<file path="src/rtl/dds_pkg.sv">
package dds_pkg;

  typedef enum logic [1:0] {
    QUAD_RISE     = 2'd0,
    QUAD_FALL     = 2'd1,
    QUAD_NEG_RISE = 2'd2,
    QUAD_NEG_FALL = 2'd3
  } quadrant_e;

  typedef struct packed {
    logic clearPipe;
    logic runAcc;
  } ddsCtl_t;

  // Quarter-wave sample i of 2^addrBits steps, scaled to the largest
  // positive value of an ampBits-wide signed number (odd Taylor series).
  function automatic int quarterSample(int idx, int addrBits, int ampBits);
    real x;
    real term;
    real sum;
    real scale;
    int  steps;
    int  peak;
    int  rounded;
    steps = 1 << addrBits;
    peak  = (1 << (ampBits - 1)) - 1;
    x     = 1.5707963267948966 * real'(idx) / real'(steps);
    term  = x;
    sum   = x;
    for (int k = 1; k <= 7; k++) begin
      term = -term * x * x / real'((2 * k) * (2 * k + 1));
      sum  = sum + term;
    end
    scale   = real'(peak);
    rounded = $rtoi(sum * scale + 0.5);
    if (rounded > peak) rounded = peak;
    if (rounded < 0) rounded = 0;
    return rounded;
  endfunction

endpackage

</file>
<file path="src/rtl/dds_quarter_rom.sv">
module dds_quarter_rom #(
  parameter int ADDR_W = 6,
  parameter int AMP_W  = 16,
  parameter int PORTS  = 2
) (
  input  logic                           clk,
  input  logic [PORTS-1:0][ADDR_W:0]     nearIdx,
  input  logic [PORTS-1:0][ADDR_W:0]     farIdx,
  output logic [PORTS-1:0][AMP_W-2:0]    nearVal,
  output logic [PORTS-1:0][AMP_W-2:0]    farVal
);
  localparam int IDX_W  = ADDR_W + 1;
  localparam int MAG_W  = AMP_W - 1;
  localparam int POINTS = (1 << ADDR_W) + 1;
  localparam int SLOTS  = 1 << IDX_W;

  logic [MAG_W-1:0] waveTbl [SLOTS];

  // Points 0..2^ADDR_W hold the quarter wave; unused slots read as zero.
  for (genvar i = 0; i < SLOTS; i++) begin : g_point
    if (i < POINTS) begin : g_used
      localparam int PointVal = dds_pkg::quarterSample(i, ADDR_W, AMP_W);
      assign waveTbl[i] = MAG_W'(PointVal);
    end else begin : g_spare
      assign waveTbl[i] = '0;
    end
  end

  always_ff @(posedge clk) begin
    for (int p = 0; p < PORTS; p++) begin
      nearVal[p] <= waveTbl[nearIdx[p]];
      farVal[p]  <= waveTbl[farIdx[p]];
    end
  end

endmodule

</file>
<file path="src/rtl/dds_control.sv">
module dds_control #(
  parameter int SYNC_STAGES = 2,
  parameter int PIPE_DEPTH  = 3
) (
  input  logic              clk,
  input  logic              rstIn,
  output dds_pkg::ddsCtl_t  ctl,
  output logic              validOut
);
  localparam int CNT_W = $clog2(PIPE_DEPTH + 1);
  localparam logic [CNT_W-1:0] FULL_CNT = CNT_W'(PIPE_DEPTH);

  logic [SYNC_STAGES-1:0] syncChain;
  logic                   rstSync;
  logic [CNT_W-1:0]       fillCnt;

  always_ff @(posedge clk) begin
    syncChain <= {syncChain[SYNC_STAGES-2:0], rstIn};
  end

  assign rstSync = syncChain[SYNC_STAGES-1];

  always_ff @(posedge clk) begin
    if (rstSync) begin
      fillCnt <= '0;
    end else if (fillCnt != FULL_CNT) begin
      fillCnt <= fillCnt + 1'b1;
    end
  end

  assign ctl.clearPipe = rstSync;
  assign ctl.runAcc    = !rstSync;
  assign validOut      = (fillCnt == FULL_CNT);

  // the synchronised reset drops the valid strobe on the next edge
  p_valid_drop_r7: assert property (@(posedge clk)
    rstSync |=> !validOut);

  // valid holds until a reset arrives
  p_valid_sticky_r8: assert property (@(posedge clk) disable iff (rstSync)
    validOut |=> validOut);

endmodule

</file>
<file path="src/rtl/dds_datapath.sv">
module dds_datapath #(
  parameter int PHASE_W = 24,
  parameter int ADDR_W  = 6,
  parameter int FRAC_W  = 6,
  parameter int AMP_W   = 16
) (
  input  logic                     clk,
  input  dds_pkg::ddsCtl_t         ctl,
  input  logic [PHASE_W-1:0]       tuneWord,
  output logic signed [AMP_W-1:0]  sinOut,
  output logic signed [AMP_W-1:0]  cosOut
);
  import dds_pkg::*;

  localparam int CH       = 2;
  localparam int IDX_W    = ADDR_W + 1;
  localparam int MAG_W    = AMP_W - 1;
  localparam int ADDR_LSB = PHASE_W - 2 - ADDR_W;
  localparam int WIDE_W   = AMP_W + FRAC_W + 1;
  localparam logic [PHASE_W-1:0] QUARTER   = {2'b01, {(PHASE_W-2){1'b0}}};
  localparam logic [IDX_W-1:0]   TOP_POINT = IDX_W'(1 << ADDR_W);
  localparam logic signed [AMP_W-1:0] MOST_NEG = {1'b1, {(AMP_W-1){1'b0}}};

  // Stage 0: phase register
  logic [PHASE_W-1:0] phaseAcc;

  always_ff @(posedge clk) begin
    if (ctl.clearPipe) begin
      phaseAcc <= '0;
    end else if (ctl.runAcc) begin
      phaseAcc <= phaseAcc + tuneWord;
    end
  end

  // Fold: quarter decode, mirrored addressing, weight slice
  logic [CH-1:0][PHASE_W-1:0] chPhase;
  logic [CH-1:0][IDX_W-1:0]   nearIdxC, farIdxC;
  logic [CH-1:0][FRAC_W-1:0]  fracC;
  logic [CH-1:0]              negC;

  assign chPhase[0] = phaseAcc;
  assign chPhase[1] = phaseAcc + QUARTER;

  always_comb begin
    for (int c = 0; c < CH; c++) begin
      quadrant_e         quad;
      logic [IDX_W-1:0]  addrX;
      logic              mirror;
      quad       = quadrant_e'(chPhase[c][PHASE_W-1 -: 2]);
      addrX      = {1'b0, chPhase[c][PHASE_W-3 -: ADDR_W]};
      mirror     = (quad == QUAD_FALL) || (quad == QUAD_NEG_FALL);
      negC[c]    = (quad == QUAD_NEG_RISE) || (quad == QUAD_NEG_FALL);
      fracC[c]   = chPhase[c][ADDR_LSB-1 -: FRAC_W];
      if (mirror) begin
        nearIdxC[c] = TOP_POINT - addrX;
        farIdxC[c]  = TOP_POINT - addrX - 1'b1;
      end else begin
        nearIdxC[c] = addrX;
        farIdxC[c]  = addrX + 1'b1;
      end
    end
  end

  // Stage 1: registered table addresses and per-channel side data
  logic [CH-1:0][IDX_W-1:0]  nearIdxQ, farIdxQ;
  logic [CH-1:0][FRAC_W-1:0] fracQ1, fracQ2;
  logic [CH-1:0]             negQ1, negQ2;

  always_ff @(posedge clk) begin
    if (ctl.clearPipe) begin
      nearIdxQ <= '0;
      farIdxQ  <= '0;
      fracQ1   <= '0;
      negQ1    <= '0;
      fracQ2   <= '0;
      negQ2    <= '0;
    end else begin
      nearIdxQ <= nearIdxC;
      farIdxQ  <= farIdxC;
      fracQ1   <= fracC;
      negQ1    <= negC;
      fracQ2   <= fracQ1;
      negQ2    <= negQ1;
    end
  end

  // Stage 2: dual-port quarter table
  logic [CH-1:0][MAG_W-1:0] nearVal, farVal;

  dds_quarter_rom #(
    .ADDR_W (ADDR_W),
    .AMP_W  (AMP_W),
    .PORTS  (CH)
  ) u_rom (
    .clk     (clk),
    .nearIdx (nearIdxQ),
    .farIdx  (farIdxQ),
    .nearVal (nearVal),
    .farVal  (farVal)
  );

  // Stage 3: linear blend and sign restore
  logic signed [AMP_W-1:0] blendC [CH];
  logic signed [AMP_W-1:0] outQ   [CH];

  always_comb begin
    for (int c = 0; c < CH; c++) begin
      logic signed [AMP_W-1:0]  baseV;
      logic signed [AMP_W-1:0]  diffV;
      logic signed [WIDE_W-1:0] prodV;
      logic signed [AMP_W-1:0]  stepV;
      logic signed [AMP_W-1:0]  mixV;
      baseV = $signed({1'b0, nearVal[c]});
      diffV = $signed({1'b0, farVal[c]}) - baseV;
      prodV = WIDE_W'(diffV) * WIDE_W'($signed({1'b0, fracQ2[c]}));
      stepV = AMP_W'(prodV >>> FRAC_W);
      mixV  = baseV + stepV;
      blendC[c] = negQ2[c] ? -mixV : mixV;
    end
  end

  always_ff @(posedge clk) begin
    for (int c = 0; c < CH; c++) begin
      if (ctl.clearPipe) begin
        outQ[c] <= '0;
      end else begin
        outQ[c] <= blendC[c];
      end
    end
  end

  assign sinOut = outQ[0];
  assign cosOut = outQ[1];

  // Helpers for the checks below
  logic [MAG_W-1:0] sinMag;
  logic [MAG_W-1:0] pairLo, pairHi;
  assign sinMag = sinOut[AMP_W-1] ? MAG_W'(-sinOut) : MAG_W'(sinOut);
  assign pairLo = (nearVal[0] < farVal[0]) ? nearVal[0] : farVal[0];
  assign pairHi = (nearVal[0] < farVal[0]) ? farVal[0] : nearVal[0];

  // the blended magnitude stays between the two table points read
  p_blend_bounded_r3: assert property (@(posedge clk) disable iff (ctl.clearPipe)
    ctl.runAcc |=> (sinMag >= $past(pairLo)) && (sinMag <= $past(pairHi)));

  // negating quarters yield non-positive samples
  p_neg_quarter_r2: assert property (@(posedge clk) disable iff (ctl.clearPipe)
    negQ2[0] |=> (sinOut <= 0));

  // non-negating quarters yield non-negative samples
  p_pos_quarter_r2: assert property (@(posedge clk) disable iff (ctl.clearPipe)
    !negQ2[0] |=> (sinOut >= 0));

  // the most negative code never appears
  p_no_overflow_r5: assert property (@(posedge clk) disable iff (ctl.clearPipe)
    ctl.runAcc |-> (sinOut != MOST_NEG) && (cosOut != MOST_NEG));

endmodule

</file>
<file path="src/rtl/sincos_interp_dds.sv">
module sincos_interp_dds #(
  parameter int PHASE_W     = 24,
  parameter int ADDR_W      = 6,
  parameter int FRAC_W      = 6,
  parameter int AMP_W       = 16,
  parameter int SYNC_STAGES = 2
) (
  input  logic                     clk,
  input  logic                     rstIn,
  input  logic [PHASE_W-1:0]       tuneWord,
  output logic signed [AMP_W-1:0]  sinOut,
  output logic signed [AMP_W-1:0]  cosOut,
  output logic                     sampleValid
);
  // Fold register, table register, blend register
  localparam int PIPE_DEPTH = 3;

  dds_pkg::ddsCtl_t ctl;

  dds_control #(
    .SYNC_STAGES (SYNC_STAGES),
    .PIPE_DEPTH  (PIPE_DEPTH)
  ) u_ctrl (
    .clk      (clk),
    .rstIn    (rstIn),
    .ctl      (ctl),
    .validOut (sampleValid)
  );

  dds_datapath #(
    .PHASE_W (PHASE_W),
    .ADDR_W  (ADDR_W),
    .FRAC_W  (FRAC_W),
    .AMP_W   (AMP_W)
  ) u_dp (
    .clk      (clk),
    .ctl      (ctl),
    .tuneWord (tuneWord),
    .sinOut   (sinOut),
    .cosOut   (cosOut)
  );

  // a cleared pipeline shows zero on both outputs
  p_clear_outputs_r8: assert property (@(posedge clk)
    ctl.clearPipe |=> (sinOut == 0) && (cosOut == 0));

endmodule

</file>
<file path="config.mk">
export PLATFORM = sky130hd
export DESIGN_NAME = sincos_interp_dds
export DESIGN_NICKNAME = d
export VERILOG_FILES = /design/src/rtl/dds_pkg.sv /design/src/rtl/dds_quarter_rom.sv /design/src/rtl/dds_control.sv /design/src/rtl/dds_datapath.sv /design/src/rtl/sincos_interp_dds.sv
export SDC_FILE = /design/constraint.sdc
export NUM_CORES = 1
export LEC_CHECK = 0
export ABC_AREA = 1
export BUFFER_PORTS_ARGS = -buffer_cell sky130_fd_sc_hd__buf_2
export CELL_PAD_IN_SITES_DETAIL_PLACEMENT = 1
export CELL_PAD_IN_SITES_GLOBAL_PLACEMENT = 2
export CORE_ASPECT_RATIO = 2
export CORE_MARGIN = 5
export CORE_UTILIZATION = 30
export CTS_BUF_LIST = sky130_fd_sc_hd__clkbuf_16
export CTS_CLUSTER_SIZE = 40
export DETAILED_ROUTE_END_ITERATION = 16
export GPL_TIMING_DRIVEN = 0
export PLACE_DENSITY_LB_ADDON = 0.1
export SLEW_MARGIN = 20
export SYNTH_ARGS = -nofsm -noshare
export SYNTH_HDL_FRONTEND = slang
export SYNTH_SLANG_ARGS = --single-unit
</file>
<file path="constraint.sdc">
create_clock -name clk -period 6.1 [get_ports clk]
set_input_delay 0.915 -clock clk [delete_from_list [all_inputs] [get_ports clk]]
set_output_delay 0.915 -clock clk [all_outputs]
set_load 0.005 [all_outputs]
</file>
Yosys cells after proc, flatten, opt, wreduce, memory -nomap -nowiden
Memories as Yosys holds them, arrays and structs flattened. A register that Yosys moved wholly into a read port is not among the register bits.
Index checks and enable logic that the tools add are counted.
- flip-flop bits (word level): 84
- latch bits: 0
- memory bits (writable): 32
- ROM bits: 7680
- input port bits: 26
- output and inout port bits: 33
- word-level logic and storage cells: 70
- memories: 5
- memory list (name ; words ; width ; rd ports ; clocked after memory_dff ; wr ports ; line ; source):
    (no name shown) ; 128 ; 15 ; 1 ; 1 ; 0 ; dds_quarter_rom.sv:32 ; farVal[p] <= waveTbl[farIdx[p]];
    (no name shown) ; 128 ; 15 ; 1 ; 1 ; 0 ; dds_quarter_rom.sv:31 ; nearVal[p] <= waveTbl[nearIdx[p]];
    (no name shown) ; 128 ; 15 ; 1 ; 1 ; 0 ; dds_quarter_rom.sv:32 ;
    (no name shown) ; 128 ; 15 ; 1 ; 1 ; 0 ; dds_quarter_rom.sv:31 ;
    u_dp.outQ ; 2 ; 16 ; 2 ; 0 ; 2 ; dds_datapath.sv:104 ; logic signed [AMP_W-1:0] outQ [CH];
- add/sub/neg operators: 15
- multiply operators: 2
- divide/modulo/power cells: 0
- $lt $le $gt $ge: 0
- equal/unequal tests: 8
- shift-type cells: 0
- mux-type cells: 11
- bitwise operators: 8
- reductions and logical operators: 6
- operators by type and width (cell ; number):
    16-bit 2-to-1 mux ; 4
    16-bit by 7-bit multiplier with 22-bit output ; 2
    16-bit adder ; 2
    16-bit negator ; 2
    7-bit inverter with 8-bit output ; 4
    15-bit by 15-bit subtractor with 16-bit output ; 2
    24-bit by 23-bit adder with 24-bit output, second input constant ; 1
    24-bit adder ; 1
    6-bit by 1-bit adder with 7-bit output, second input constant ; 2
    7-bit 2-to-1 mux ; 2
    7-bit by 1-bit subtractor with 7-bit output, second input constant ; 2
    7-bit by 6-bit subtractor with 7-bit output, first input constant ; 2
    6-bit 2-to-1 mux ; 2
    2-bit equality test, second input constant ; 5
    2-bit by 1-bit equality test with 1-bit output, second input constant ; 2
    1-bit logical OR ; 4
    2-bit OR reduction ; 2
    1-bit 2-to-1 mux ; 3
    2-bit by 1-bit adder with 2-bit output, second input constant ; 1
    2-bit inequality test, second input constant ; 1
    1-bit inverter ; 2
    1-bit bitwise OR ; 2

Longest topological paths before layout
- depth in word-level cells: 6
- gate-level depth with buffers: 43
- mapped depth without buffers: 43

Hierarchy
From an unflattened synthesis, not the netlist that was laid out.
- cell total of the unflattened synthesis: 3558
- area total of the unflattened synthesis: 22361.4 um2
- by module, submodules not included (module ; times used ; cells an instance ; area each (um2) ; sequential area each (um2)):
    dds_datapath ; 1 ; 2249 ; 15109.5 ; 1961.9
    dds_quarter_rom ; 1 ; 1291 ; 7094.3 ; 1201.2
    dds_control ; 1 ; 18 ; 157.7 ; 80.1

Worst setup path before layout
No wires, ideal clock.
- kind: reg2reg
- start point: reg u_dp.u_rom.farVal[0] in the netlist's numbering
- end point: mem u_dp.outQ[0][14]
- library setup time: 0.064 ns
- arrival: 6.417 ns
- data required time: 6.036 ns
- path slack: -0.380 ns
- cell stages (with the launch flop): 37
- path buffers: 0
- clock period less this slack: 6.480 ns
- path through: dfxtp_1 -> inv_1 -> ha_1 -> fa_1 -> o21ai_2 -> a21oi_2 -> o21ai_1 -> a21boi_2 -> xor2_1 -> inv_1 -> nor2_1 -> fa_1 -> fa_1 -> fa_1 -> inv_1 -> fa_1 -> inv_1 -> ha_1 -> nand2_1 -> nor3_1 -> a21oi_1 -> o21bai_1 -> nand2_1 -> nand2_1 -> xor2_1 -> ha_1 -> a21oi_1 -> o21ai_0 -> a21oi_1 -> nand2_1 -> nand2_1 -> nand2_1 -> o21ai_0 -> inv_1 -> nor2_1 -> nor2_1 -> nor2_1
- RTL lines (element ; line ; source):
    start: declaration ; dds_quarter_rom.sv:10 ; output logic [PORTS-1:0][AMP_W-2:0] farVal
    end: declaration ; dds_datapath.sv:104 ;

==> summary.txt <==
Outcome
  – Outcome: finished with violations
  – Failing checks: setup timing

Finish
  – Share of cells above drive strength 1: between 20% and 30%
  – Reg area: approximately 3300 um2
  – Layout fillers: 8718
  – Fin nets: approximately 3.9k
  – Area growth, synth to finish: 33.6%
  – # diodes: 0
  – Multi-input gate area: around 19000 um2
  – Design area: 28400 um2

Drt
  – Routed length per placed instance: 20.1 um
  – Drc violations: 0
  – Post-route ant nets: 0
  – Drt pass-1 iters: 5
  – Via density: about 5
  – DR vias: 22.5k
  – DR iter-0 viols: between 1k and 1.5k
  – WL final: ~90 mm

Worst setup path
  – Most frequent CP cell: nand2_1
  – Critical Path RT: ~6500 ps
  – Startpoint types: flop
  – Arrival @ worst endpoint: 7250 ps
  – Slowest-stage cell, CP: fa_1
  – Crit path max fanout: 5
  – Crit Path Class: flop to flop
  – Max incr delay on CP: between 500 and 600 ps
  – Critical Path End Type: flop

STA
  – Setup violators final: 21
  – Hold_ws: ~340 ps
  – Final min period: 6840 ps
  – Slew at the pin with the worst max-slew slack: around 1200 ps
  – Final worst setup slack: -735 ps
  – TNS Setup: -9710 ps
  – Max Freq: 146 MHz
  – Max-slew violations: 0
  – Layout Skew: around 15 ps
  – RSZ-0062 raised after global routing: yes
  – Fin crit share: 112%
  – Final hold vios: 0
  – Worst slew margin: about 22%

Global route
  – Global-route wire length before repair: around 130 mm
  – GRT Overall Usage: 22.5%
  – Initial antenna violation count: 1
  – Total global routing overflow: 0
  – Pin count of the biggest net entering global routing: 17
  – Vias in the first global route: about 24k

Clock network
  – CTS sink cnt: between 150 and 200
  – H-tree depth: 4
  – Clock transition at path regs: about 70 ps
  – Clock Tree Buf Depth: 2
  – Clk_lat worst skew: ~480 ps
  – Root Buffer: clkbuf_16
  – Hold Buf Count CTS: 0
  – TritonCTS clock tree: done
  – Total CTS buffers: 17

Die
  – Core area: 70400 um2
  – Width of the die: approximately 200 um
  – Initial Util: 30.1%
  – Cell row count: 138
  – Die Ht: around 390 um
  – Die area: between 70000 and 80000 um2
  – I/O pin total: 59

Synthesis
  – Synth warn: 0
  – Synth cell types: a little over 60
  – Netlist Area Pre-Place: ~21000 um2
  – Synth Register Bits: ~160
  – Post-synth EDFFs: 0
  – Synthesized Nets: around 3.6k
  – Ys async rst share: 0%
  – Sequential share of the synthesized area: 15.3%
  – Syn_area_per_cell: 6.58 um2
  – Gate Count Post-Synth: 3228
  – Top_reg_cell synth: dfxtp_1

Placed design
  – Port buffer count: 58
  – DP HPWL: between 70 and 80 mm
  – Post-DP Area: 23200 um2
  – Pre-CTS setup slack: -1460 ps
  – GPL Wtd Cong: approximately 0.9

Worst hold path
  – Min-delay worst type: flop to flop

Flow run
  – MaxCap Viol Count: 0
## path summary, 6_finish.rpt
kind / slack (ps) / startpoint / to / cells past startpoint
min reg2reg: 340 / u_ctrl.syncChain[0]$_DFF_P_ / u_ctrl.syncChain[1]$_DFF_P_ / 0
max reg2reg: -740 / u_dp.u_rom.nearVal[0]$_DFF_P_ / u_dp.outQ[0][15]$_SDFF_PP0_ / 40
min: 340 / u_ctrl.syncChain[0]$_DFF_P_ / u_ctrl.syncChain[1]$_DFF_P_ / 0
max: -740 / u_dp.u_rom.nearVal[0]$_DFF_P_ / u_dp.outQ[0][15]$_SDFF_PP0_ / 40
## state kept, by name, summed over array words and instances (netlist names), 6 cells and up
signal              flops
u_dp.farIdxQ           13
u_dp.fracQ1             6
u_dp.fracQ2             6
u_dp.nearIdxQ          13
u_dp.outQ              32
u_dp.phaseAcc          24
u_dp.u_rom.farVal      30
u_dp.u_rom.nearVal     30
## stage by stage
step           instances  util (%)
6_report            4397      40.3
2_1_floorplan       3228         -
3_3_place_gp        4196      32.9
5_1_grt             4397      40.3
3_5_place_dp        4196      32.9
4_1_cts             4330      37.6
## synth_stat cells, types with 22 or more instances
cell | number | area share, %
nor3_1 | 57 | 1.3
clkbuf_1 | 66 | 1.2
a21oi_1 | 209 | 4.9
o21ai_0 | 219 | 5.2
ha_1 | 226 | 13
dfxtp_1 | 162 | 15
fa_1 | 133 | 13
nand3_1 | 128 | 3.0
nand4_1 | 29 | 0.85
xor2_1 | 50 | 2.1
nand2_1 | 626 | 11
nor2_1 | 433 | 7.7
inv_1 | 535 | 9.5
xnor2_1 | 22 | 0.91
o22ai_1 | 34 | 1.0
## cell usage in the layout (no fill, tap or decap), drive strengths merged, types with 3 or more instances in the layout
master	instances
nor2	446
and3	3
a211oi	11
clkinv	12
o22ai	34
nand3b	13
a31oi	19
o211ai	14
a21o	10
clkinvlp	3
a21oi	213
clkbuf	84
o21bai	13
ha	226
o32ai	3
nor3	58
dfxtp	162
xnor2	22
nand3	135
a32oi	5
a21boi	4
buf	255
o2111ai	16
o21ai	228
xor2	51
a221oi	3
a311oi	3
nand2	645
o21a	11
o31ai	20
nand4	30
inv	547
o311ai	17
o221ai	7
fa	133
or2	14
## worst max-delay path: cells and delay by family, from the launching register on
kind | cells | cell delay [ps]
compound gates | 8 | 1300
fa+ha+maj | 8 | 3150
buf+inv | 6 | 450
flops | 1 | 360
simple gates | 16 | 1130
xor+xnor | 2 | 370
## kinds of logic (layout without fill, tap and decap cells)
logic type	after synthesis	after routing	synth area share [%]
AND/OR/NAND/NOR	1349	1349	26.5
buffers and inverters	644	903	11.6
AO/OA/AOI/OAI	641	641	17.7
adder cells (fa/ha/maj)	359	359	25.9
flip-flops	162	162	15.3
XOR/XNOR	73	73	3.05
## area by class of cell
type                            count  share of cell area [%]
Inverter                          550                    7.36
Timing Repair Buffer              228                    6.07
Sequential cell                   162                    11.6
Tap cell                          910                    4.01
Multi-Input combinational cell   2422                    67.5
Buffer                             94                    1.41
Clock buffer                       17                    1.50
Clock inverter                     14                   0.547
## timing repair
item,4_1_cts,5_1_grt
buffers inserted,103,69
gates resized for setup,422,342
pin swaps,185,227
endpoints found under the setup margin,30,30
## metal layers
metal	vias to the layer above	share of wire, %	track usage [%]
met4	2	3.8	8.87
met1	11000	42	27.9
met2	439	51	40.1
met3	119	2.9	2.06
met5	-	0.012	0
li1	10900	-	-
Power is not shown: default switching activity piles up to over one toggle a cycle in this logic, so the estimate is an artifact.
